## config.mk

```make
export PLATFORM = sky130hd
export DESIGN_NAME = gpio_i2c_port
export DESIGN_NICKNAME = d
export VERILOG_FILES = /design/src/rtl/gpio_i2c_pkg.sv /design/src/rtl/gpio_sync.sv /design/src/rtl/gpio_win_dec.sv /design/src/rtl/gpio_lane_regs.sv /design/src/rtl/gpio_i2c_port.sv
export SDC_FILE = /design/constraint.sdc
export NUM_CORES = 1
export LEC_CHECK = 0
export ABC_CLOCK_PERIOD_IN_PS = 3500
export BUFFER_PORTS_ARGS = -buffer_cell sky130_fd_sc_hd__buf_2
export CAP_MARGIN = 20
export CELL_PAD_IN_SITES_DETAIL_PLACEMENT = 2
export CELL_PAD_IN_SITES_GLOBAL_PLACEMENT = 2
export CORE_MARGIN = 2
export CORE_UTILIZATION = 33
export DETAILED_ROUTE_END_ITERATION = 16
export PLACE_DENSITY = 0.91
export SETUP_SLACK_MARGIN = 0.4
export SYNTH_ARGS = -nofsm -noshare
export SYNTH_HDL_FRONTEND = slang
export SYNTH_SLANG_ARGS = --single-unit
```

## constraint.sdc

```tcl
create_clock -name clk -period 3.5 [get_ports clk]
set_input_delay 0 -clock clk [delete_from_list [all_inputs] [get_ports clk]]
set_output_delay 0 -clock clk [all_outputs]
set_load 0.005 [all_outputs]
```

## src/rtl/gpio_i2c_pkg.sv

```systemverilog
// Shared types and fixed constants for the byte-window GPIO port.
// Assumes a four-lane window with one byte per lane.
package gpio_i2c_pkg;
    localparam int BYTE_W   = 8;
    localparam int LANES    = 4;
    localparam int LANE_AW  = $clog2(LANES);

    typedef enum logic [LANE_AW-1:0] {
        LANE_IN  = 2'd0,
        LANE_OUT = 2'd1,
        LANE_DIR = 2'd2,
        LANE_PAD = 2'd3
    } lane_e;
endpackage

```

## src/rtl/gpio_sync.sv

```systemverilog
// Multi-flop synchroniser for one asynchronous level.
// Assumes STAGES >= 2. Reset loads RST_VAL into every stage.
module gpio_sync #(
    parameter int   STAGES  = 2,
    parameter logic RST_VAL = 1'b1
) (
    input  logic clk,
    input  logic rst_n,
    input  logic d,
    output logic q
);
    logic [STAGES-1:0] chain_q;

    generate
        for (genvar i = 0; i < STAGES; i++) begin : g_stage
            // shift the level one stage further per clock
            always_ff @(posedge clk) begin
                if (!rst_n)      chain_q[i] <= RST_VAL;
                else if (i == 0) chain_q[i] <= d;
                else             chain_q[i] <= chain_q[(i == 0) ? 0 : i-1];
            end
        end
    endgenerate

    assign q = chain_q[STAGES-1];
endmodule

```

## src/rtl/gpio_win_dec.sv

```systemverilog
// Window placement and address decode.
// The base is loaded from configuration space. An arm command with the
// key value latches base + WIN_OFS as the window address and marks it
// mapped. Assumes only one configuration write per cycle.
module gpio_win_dec
    import gpio_i2c_pkg::*;
#(
    parameter int IO_AW    = 16,
    parameter int CFG_AW   = 8,
    parameter int CFG_DW   = 32,
    parameter int WIN_OFS  = 'h38,
    parameter int BASE_REG = 'h40,
    parameter int MAP_REG  = 'h44,
    parameter int MAP_KEY  = 'h11
) (
    input  logic              clk,
    input  logic              rst_n,
    input  logic              cfg_wr_en,
    input  logic [CFG_AW-1:0] cfg_addr,
    input  logic [CFG_DW-1:0] cfg_wdata,
    input  logic              io_rd_en,
    input  logic              io_wr_en,
    input  logic [IO_AW-1:0]  io_addr,
    output logic              hit,
    output lane_e             lane
);
    localparam logic [IO_AW-1:0] OFS_V = IO_AW'(WIN_OFS);
    localparam logic [IO_AW-1:0] SPAN  = IO_AW'(LANES);

    logic [IO_AW-1:0] base_q;
    logic [IO_AW-1:0] win_q;
    logic             mapped_q;
    logic [IO_AW-1:0] rel;
    logic             base_wr;
    logic             arm_wr;

    assign base_wr = cfg_wr_en && (cfg_addr == CFG_AW'(BASE_REG));
    assign arm_wr  = cfg_wr_en && (cfg_addr == CFG_AW'(MAP_REG))
                     && (cfg_wdata == CFG_DW'(MAP_KEY));

    // hold the programmed base until an arm command uses it
    always_ff @(posedge clk) begin
        if (!rst_n)       base_q <= '0;
        else if (base_wr) base_q <= cfg_wdata[IO_AW-1:0];
    end

    // latch the window address and mapped flag on an arm command
    always_ff @(posedge clk) begin
        if (!rst_n) begin
            win_q    <= '0;
            mapped_q <= 1'b0;
        end else if (arm_wr) begin
            win_q    <= base_q + OFS_V;
            mapped_q <= 1'b1;
        end
    end

    // claim accesses that land inside the four-byte window
    always_comb begin
        rel  = io_addr - win_q;
        hit  = (io_rd_en || io_wr_en) && mapped_q && (rel < SPAN);
        lane = lane_e'(rel[LANE_AW-1:0]);
    end


    bad_key_chk: assert property (@(posedge clk) disable iff (!rst_n)
        (cfg_wr_en && cfg_addr == CFG_AW'(MAP_REG) && cfg_wdata != CFG_DW'(MAP_KEY))
        |=> ($stable(win_q) && $stable(mapped_q)));


    unmapped_chk: assert property (@(posedge clk) disable iff (!rst_n)
        hit |-> mapped_q);
endmodule

```

## src/rtl/gpio_lane_regs.sv

```systemverilog
// Input, output and direction bytes plus the open-drain line controls.
// Writes take effect only on the output and direction lanes, and only
// when the data differs from the held byte. An effective write refreshes
// the input byte from the synchronised data line. The clock-line pull is
// re-evaluated only when the new direction bit 1 is set.
module gpio_lane_regs
    import gpio_i2c_pkg::*;
(
    input  logic              clk,
    input  logic              rst_n,
    input  logic              wr_en,
    input  logic              rd_en,
    input  lane_e             lane,
    input  logic [BYTE_W-1:0] wdata,
    input  logic              sda_sense,
    output logic [BYTE_W-1:0] rdata,
    output logic              sda_oe,
    output logic              scl_oe
);
    localparam int SDA_BIT = 0;
    localparam int SCL_BIT = 1;

    logic [BYTE_W-1:0] in_q, out_q, dir_q;
    logic [BYTE_W-1:0] cur_byte;
    logic [BYTE_W-1:0] out_nx, dir_nx;
    logic              scl_low_q;
    logic              eff_wr;

    // pick the byte held in the addressed lane
    always_comb begin
        case (lane)
            LANE_IN:  cur_byte = in_q;
            LANE_OUT: cur_byte = out_q;
            LANE_DIR: cur_byte = dir_q;
            default:  cur_byte = '0;
        endcase
    end

    // decide whether the write changes state and form the next bytes
    always_comb begin
        eff_wr = wr_en && (lane == LANE_OUT || lane == LANE_DIR) && (wdata != cur_byte);
        out_nx = (lane == LANE_OUT) ? wdata : out_q;
        dir_nx = (lane == LANE_DIR) ? wdata : dir_q;
    end

    // update the register bytes on an effective write
    always_ff @(posedge clk) begin
        if (!rst_n) begin
            in_q  <= '0;
            out_q <= '1;
            dir_q <= '0;
        end else if (eff_wr) begin
            in_q  <= {{(BYTE_W-1){1'b0}}, sda_sense};
            out_q <= out_nx;
            dir_q <= dir_nx;
        end
    end

    // re-evaluate the clock-line pull only while its direction bit is set
    always_ff @(posedge clk) begin
        if (!rst_n)                         scl_low_q <= 1'b0;
        else if (eff_wr && dir_nx[SCL_BIT]) scl_low_q <= ~out_nx[SCL_BIT];
    end

    // drive the line controls and the read data
    always_comb begin
        sda_oe = dir_q[SDA_BIT] & ~out_q[SDA_BIT];
        scl_oe = scl_low_q;
        rdata  = rd_en ? cur_byte : '0;
    end


    ro_lane_chk: assert property (@(posedge clk) disable iff (!rst_n)
        (wr_en && (lane == LANE_IN || lane == LANE_PAD))
        |=> ($stable(in_q) && $stable(out_q) && $stable(dir_q)));


    same_data_chk: assert property (@(posedge clk) disable iff (!rst_n)
        (wr_en && wdata == cur_byte)
        |=> ($stable(in_q) && $stable(out_q) && $stable(dir_q) && $stable(scl_oe)));


    scl_hold_chk: assert property (@(posedge clk) disable iff (!rst_n)
        !(wr_en && lane == LANE_DIR && wdata[SCL_BIT]) && !dir_q[SCL_BIT]
        |=> $stable(scl_oe));


    refresh_chk: assert property (@(posedge clk) disable iff (!rst_n)
        eff_wr |=> (in_q == {{(BYTE_W-1){1'b0}}, $past(sda_sense)}));
endmodule

```

## src/rtl/gpio_i2c_port.sv

```systemverilog
// Top of the byte-window GPIO port that bit-bangs a two-wire bus.
// Assumes the caller presents one byte access per cycle. io_hit and
// io_rdata are combinational from the address and the held state.
module gpio_i2c_port
    import gpio_i2c_pkg::*;
#(
    parameter int IO_AW       = 16,
    parameter int CFG_AW      = 8,
    parameter int CFG_DW      = 32,
    parameter int WIN_OFS     = 'h38,
    parameter int BASE_REG    = 'h40,
    parameter int MAP_REG     = 'h44,
    parameter int MAP_KEY     = 'h11,
    parameter int SYNC_STAGES = 2
) (
    input  logic              clk,
    input  logic              rst_n,
    input  logic              cfg_wr_en,
    input  logic [CFG_AW-1:0] cfg_addr,
    input  logic [CFG_DW-1:0] cfg_wdata,
    input  logic              io_rd_en,
    input  logic              io_wr_en,
    input  logic [IO_AW-1:0]  io_addr,
    input  logic [BYTE_W-1:0] io_wdata,
    output logic              io_hit,
    output logic [BYTE_W-1:0] io_rdata,
    input  logic              sda_in,
    output logic              sda_oe,
    output logic              scl_oe
);
    logic  hit;
    lane_e lane;
    logic  sda_sense;

    gpio_sync #(.STAGES(SYNC_STAGES), .RST_VAL(1'b1)) u_sda_sync (
        .clk   (clk),
        .rst_n (rst_n),
        .d     (sda_in),
        .q     (sda_sense)
    );

    gpio_win_dec #(
        .IO_AW(IO_AW), .CFG_AW(CFG_AW), .CFG_DW(CFG_DW), .WIN_OFS(WIN_OFS),
        .BASE_REG(BASE_REG), .MAP_REG(MAP_REG), .MAP_KEY(MAP_KEY)
    ) u_dec (
        .clk       (clk),
        .rst_n     (rst_n),
        .cfg_wr_en (cfg_wr_en),
        .cfg_addr  (cfg_addr),
        .cfg_wdata (cfg_wdata),
        .io_rd_en  (io_rd_en),
        .io_wr_en  (io_wr_en),
        .io_addr   (io_addr),
        .hit       (hit),
        .lane      (lane)
    );

    gpio_lane_regs u_regs (
        .clk       (clk),
        .rst_n     (rst_n),
        .wr_en     (hit && io_wr_en),
        .rd_en     (hit && io_rd_en),
        .lane      (lane),
        .wdata     (io_wdata),
        .sda_sense (sda_sense),
        .rdata     (io_rdata),
        .sda_oe    (sda_oe),
        .scl_oe    (scl_oe)
    );

    assign io_hit = hit;


    no_claim_rdata_chk: assert property (@(posedge clk) disable iff (!rst_n)
        !(io_hit && io_rd_en) |-> (io_rdata == '0));
endmodule

```

Word level (Yosys, flattened, before mapping)
Cells that the tools add are included.
{"block": "totals", "latchBits": 0, "output_inout_bits": 11, "inputBits": 70, "romBits": 0, "register_bits": 53, "mem_count": 0, "mem_bits_rw": 0}
{"block": "classes", "n_lt_le_gt_ge": 1, "n_reduce_logical": 15, "n_mul": 0, "n_shift": 0, "n_div": 0, "eq_ne": 6, "mux": 4, "bitwise_logic": 3, "n_addsub": 2}
{"op": "32-bit by 5-bit == test with 1-bit output (second input constant)", "count": 1}
{"op": "8-bit one-hot mux with 3 select lines", "count": 1}
{"op": "16-bit by 6-bit adder with 16-bit output (second input constant)", "count": 1}
{"op": "8-bit by 7-bit == test with 1-bit output (second input constant)", "count": 2}
{"op": "16-bit by 3-bit < comparator with 1-bit output (second input constant)", "count": 1}
{"op": "16-bit subtractor", "count": 1}
{"op": "1-bit logical AND", "count": 10}
{"op": "8-bit two-way mux", "count": 1}
{"op": "8-bit != test", "count": 1}
{"op": "2-bit two-way mux", "count": 2}
{"op": "2-bit AND reduction", "count": 2}
{"op": "2-bit by 1-bit == test with 1-bit output (second input constant)", "count": 1}
{"op": "2-bit == test (second input constant)", "count": 1}
{"op": "2-bit zero test", "count": 1}
{"op": "1-bit logical OR", "count": 2}
{"op": "1-bit inverter", "count": 2}
{"op": "1-bit bitwise AND", "count": 1}

Logic depth before layout (Yosys ltp)
{"block": "depth", "word_depth": 7, "depth_mapped": 14, "depth_no_buf": 13}

Hierarchy
From an unflattened synthesis, not the netlist that was laid out.
{"block": "unflattened", "cells_unflattened": 442, "area_unflattened_um2": 3689.8}
{"module": "gpio_win_dec", "cells_per_inst": 298, "area_each_um2": 2462.4, "n_inst": 1}
{"module": "gpio_lane_regs", "cells_per_inst": 138, "area_each_um2": 1162.4, "n_inst": 1}
{"module": "gpio_sync", "cells_per_inst": 4, "area_each_um2": 52.6, "n_inst": 1}
{"module": "gpio_i2c_port", "cells_per_inst": 2, "area_each_um2": 12.5, "n_inst": 1}

Least setup slack after synthesis
No wires, ideal clock.
{"block": "synth_path", "path_kind": "register to register", "start": "register u_dec.win_q[0]", "end": "register u_regs.out_q[0]", "setup_slack_ps": 380, "path_stages_with_launch": 14, "required_ps": 3428, "synth_period_minus_slack_ps": 3120, "t_arrival_ps": 3048, "cell_sequence": "dfxtp_1 ha_1 fa_1 inv_1 ha_1 buf_6 a222oi_1 inv_1 a31oi_1 o32ai_1 nand3_1 nand3b_2 nor3_4 mux2i_1"}
{"block": "synth_between", "elab_chain_cells": 7, "elab_cells_between_ends": 13, "cone_classes": "add/sub (1); order compare (1); eq/ne (3); mux (1); reduce/logical (7)"}
{"element": "start: declaration", "line_no": "gpio_win_dec.sv:31", "rtl": "logic [IO_AW-1:0] win_q;"}
{"element": "start signal: assignment", "line_no": "gpio_win_dec.sv:53", "rtl": "win_q <= base_q + OFS_V;"}
{"element": "16-bit subtractor (*)", "line_no": "gpio_win_dec.sv:60", "rtl": "rel = io_addr - win_q;"}
{"element": "16-bit by 3-bit < comparator with 1-bit output", "line_no": "gpio_win_dec.sv:61", "rtl": "hit = (io_rd_en || io_wr_en) && mapped_q && (rel < SPAN);"}
{"element": "1-bit logical AND", "line_no": "gpio_win_dec.sv:61"}
{"element": "1-bit logical AND", "line_no": "gpio_i2c_port.sv:61", "rtl": ".wr_en (hit && io_wr_en),"}
{"element": "1-bit logical AND (2 in series)", "line_no": "gpio_lane_regs.sv:41", "rtl": "eff_wr = wr_en && (lane == LANE_OUT || lane == LANE_DIR) && (wdata != cur_byte);"}
{"element": "2-bit AND reduction (no source line) (*)"}
{"element": "end signal: assignment", "line_no": "gpio_lane_regs.sv:54", "rtl": "out_q <= out_nx;"}
{"element": "end: declaration", "line_no": "gpio_lane_regs.sv:23", "rtl": "logic [BYTE_W-1:0] in_q, out_q, dir_q;"}
Every way passes the cells marked *; elsewhere a longest branch is shown, timed or not.
A chain may end at the register's enable or synchronous reset.

Final worst setup path
{"block": "layout_path", "start": "register u_dec.win_q[0]", "end": "register u_regs.dir_q[1]"}
{"block": "layout_between", "elab_chain_cells": 6, "elab_cells_between_ends": 13, "cone_classes": "add/sub (1); order compare (1); eq/ne (3); mux (2); reduce/logical (6)"}
{"element": "16-bit subtractor (*)", "line_no": "gpio_win_dec.sv:60"}
{"element": "16-bit by 3-bit < comparator with 1-bit output", "line_no": "gpio_win_dec.sv:61"}
{"element": "1-bit logical AND", "line_no": "gpio_win_dec.sv:61"}
{"element": "1-bit logical AND", "line_no": "gpio_i2c_port.sv:61"}
{"element": "1-bit logical AND (2 in series)", "line_no": "gpio_lane_regs.sv:41"}
{"element": "end signal: assignment", "line_no": "gpio_lane_regs.sv:55", "rtl": "dir_q <= dir_nx;"}
{"element": "end: declaration", "line_no": "gpio_lane_regs.sv:23"}
Marked as above.

==> flow_metrics.tcl <==
set metrics [dict create \
    wl_met2_um 10200 \
    setup_viol 1 \
    finalSetupTns_ns -0.00524 \
    die_w_um 114 \
    synth_warnings 0 \
    pre_cts_ws_ns -0.0793 \
    power.internal_mw 1.03 \
    path_buf_inv 1 \
    multi_input_area_um2 3130 \
    dpl.hpwl_um 11200 \
    grt_max_degree 74 \
    max_stage_delay_ns 0.50 \
    p_per_area_nw_per_um2 286 \
    crit_top_cell "mux2i_1" \
    layout-drive-gt1-share 0.358 \
    drv_slew 0 \
    start_util 0.337 \
    remaining_drc_errors 0 \
    numPortBuffers 80 \
    finalHoldViolCount 3 \
    switching_share 0.325 \
    grt_pass1_vias 4683 \
    wl_per_cell_um 28.3 \
    synth_area_um2 4030 \
    setup_ws_ns -0.00524 \
    worst_setup_path_end_kind "register" \
    final_cell_mix "buf_2 (81), dfxtp_1 (50), mux2i_1 (47), nand2_1 (38)" \
    relSlewSlack 0.503 \
    ys_top_cells_by_area "dfxtp_1 (26%), mux2i_1 (12%), ha_1 (6.2%), nor2b_1 (4.3%), nand2_1 (3.5%)" \
    routed-wl-met3_um 1070 \
    crit_family "simple AND/OR/NAND/NOR gates" \
    routed_via_density 5.91 \
    synth_top_area_cell "dfxtp_1" \
    synth_area_per_cell_um2 8.62 \
    cts_num_sinks 53 \
    power_leakage_nw 2.08 \
    num_vias 4244 \
    gp_congestion 0.930 \
    hold_slack_ns -0.0198 \
    dieArea_um2 13100 \
    hold_class "in -> reg" \
    crit_path_cell_trace "ha_4 -> fa_2 -> xnor2_1 -> nor4b_1 -> mux2i_1 -> or2_1 -> a2111oi_4 -> nand4_4 -> nor3_4 -> buf_12 -> mux2i_1" \
    die_height_um 114 \
    synthFlopType "dfxtp_1" \
    coreArea_um2 12000 \
    antenna_found_initial 1 \
    highest_layer "met4" \
    areaGrowthSynthToFinish_pct 33.1 \
    cp_slowest_cell "nor4b_1" \
    overflow 0 \
    grt_usage 0.290 \
    max_freq_mhz 285 \
    synthArstFlopShare 0 \
    rows 40 \
    n_fill_cell 1272 \
    worstMarginPinSlew_ns 0.745 \
    clock-root-buffer "clkbuf_16" \
    maxCapViolations 0 \
    clkPwrFrac 0.363 \
    final_area_um2 5360 \
    drtIter0Drc 331 \
    dr.pass1.iters 5 \
    clock_skew_ns 0.0104 \
    synthCells 467 \
    worstPathArrival_ns 3.74 \
    grt_pass1_wl_um 28100 \
    outcome "finished with violations" \
    seqPwrFrac 0.395 \
    syn_nets 558 \
    regArea_um2 1060 \
    synth-edff-count 0 \
    yosysSeqAreaShare 0.263 \
    synth_top_area_frac 0.263 \
    fin_crit_sh 1.00 \
    drt-total-wl_um 20300 \
    power_switching_mw 0.498 \
    path_clk_slew_ns 0.08 \
    start_kind "register" \
    rsz0062_at_grt "true" \
    ys_ff_latch 53 \
    ioPinCount 81 \
    placed_area_um2 4530 \
    fin_total_pwr_mw 1.53 \
    violations "negative hold slack, negative setup slack" \
    ant_nets 0 \
    layout.nets 660 \
    wl_met1_um 8010 \
    layout.cells.most_common "buf_2" \
    pwr-share-comb 0.243 \
    yosysUniqueCellTypes 73 \
    h-tree-depth 2 \
    peakVddDrop_uv 184 \
    min_period_ns 3.51 \
    clock_path_buffers 2 \
    crit_type "reg -> reg" \
    cp_max_fo 8 \
    worstSkewPairLatency_ns 0.32 \
    cp.required_ns 3.73 \
    cts_made_buffers 5 \
    tritoncts "done" \
]
-- cells by family (layout without fill, tap and decap cells) --
logic type / after synthesis / count (layout) / synth area share
AND/OR/NAND/NOR: 200 / 200 / 0.303
AO/OA/AOI/OAI: 71 / 71 / 0.130
flip-flops: 53 / 53 / 0.263
multiplexers: 52 / 52 / 0.131
buffers and inverters: 48 / 151 / 0.0575
XOR/XNOR: 22 / 22 / 0.0478
adder cells (fa/ha/maj): 21 / 21 / 0.0671
other: 0 / 1 / 0
-- flip-flops by register name, summed over array words and instances, names as in the netlist --
name and count:
u_sda_sync.q 1, u_dec.mapped_q 1, u_regs.dir_q 8, u_dec.base_q 16, u_regs.out_q 8, u_regs.scl_oe 1, u_sda_sync.chain_q 1, u_regs.in_q 1
u_dec.win_q 16
-- worst reg2reg max path, stage by stage (launching register included) --
cell	delay (ns)
dfxtp_2	0.35
ha_4	0.17
fa_2	0.37
xnor2_1	0.28
nor4b_1	0.50
mux2i_1	0.13
or2_1	0.29
a2111oi_4	0.33
nand4_4	0.27
nor3_4	0.31
buf_12	0.17
mux2i_1	0.25
-- Yosys cell counts, types with 5 or more instances --
library cell / number
a21oi_1: 20
and3_1: 5
and2_1: 7
inv_1: 29
nand2_1: 38
nor4_1: 8
a22oi_1: 8
ha_1: 20
clkbuf_1: 8
mux2i_1: 49
nor2_1: 22
o21a_1: 5
nor3_1: 17
nand4_1: 5
xnor2_1: 9
and2b_2: 13
xor2_1: 13
dfxtp_1: 53
nor2b_1: 28
o21ai_0: 6
nand3_1: 13
nand2b_1: 7
-- final timing paths --
kind	end	cells after the start	slack, ns	startpoint
worst max-delay path	u_regs.dir_q[1]	11	-0.005	u_dec.win_q[0]
worst min-delay path	u_dec.base_q[9]	3	-0.02	cfg_wdata[9]
worst max register to register	u_regs.dir_q[1]	11	-0.005	u_dec.win_q[0]
worst min register to register	u_sda_sync.q	1	0.42	u_sda_sync.chain_q[0]
-- per-layer routing --
| metal | up-vias | GRT usage |
|---|---|---|
| li1 | 1872 | - |
| met4 | 0 | 0.170 |
| met1 | 2114 | 0.322 |
| met2 | 198 | 0.517 |
| met3 | 60 | 0.0529 |
| met5 | - | 0 |
-- through the flow --
step | util | instances | hold WS (ns)
final | 0.448 | 718 | -0.0198
after global routing | 0.448 | 718 | 0.0167
after CTS | 0.428 | 708 | 0.0101
after detailed placement | 0.378 | 678 | 0.198
after global placement | 0.378 | 678 | 0.186
after floorplan | - | 467 | 0.101
-- what timing repair did --
| action | CTS | global route |
|---|---|---|
| pin swaps | 17 | 11 |
| resized for setup | 46 | 30 |
| endpoints found under the hold margin | 9 | 0 |
| setup endpoints to repair | 27 | 27 |
| setup buffers | 13 | 8 |
| hold buffers | 9 | 0 |
-- area by class of cell --
class	instances	area share
inverter	29	0.0203
clock inverter	3	0.00490
clock buffer	5	0.0233
multi-input combinational	366	0.584
sequential	53	0.199
tap	147	0.0343
antenna	1	0.000467
timing repair buffer	114	0.134
-- power by group through the flow --
| stage | combinational, mW | clock [mW] | sequential (mW) |
|---|---|---|---|
| after detailed placement | 0.262 | 0 | 0.618 |
| after global routing | 0.390 | 0.577 | 0.604 |
| after global placement | 0.243 | 0 | 0.618 |
| after floorplan | 0.170 | 0 | 0.618 |
| final | 0.372 | 0.555 | 0.604 |
| after CTS | 0.314 | 0.539 | 0.604 |
Power figures use the tool's default switching activity.
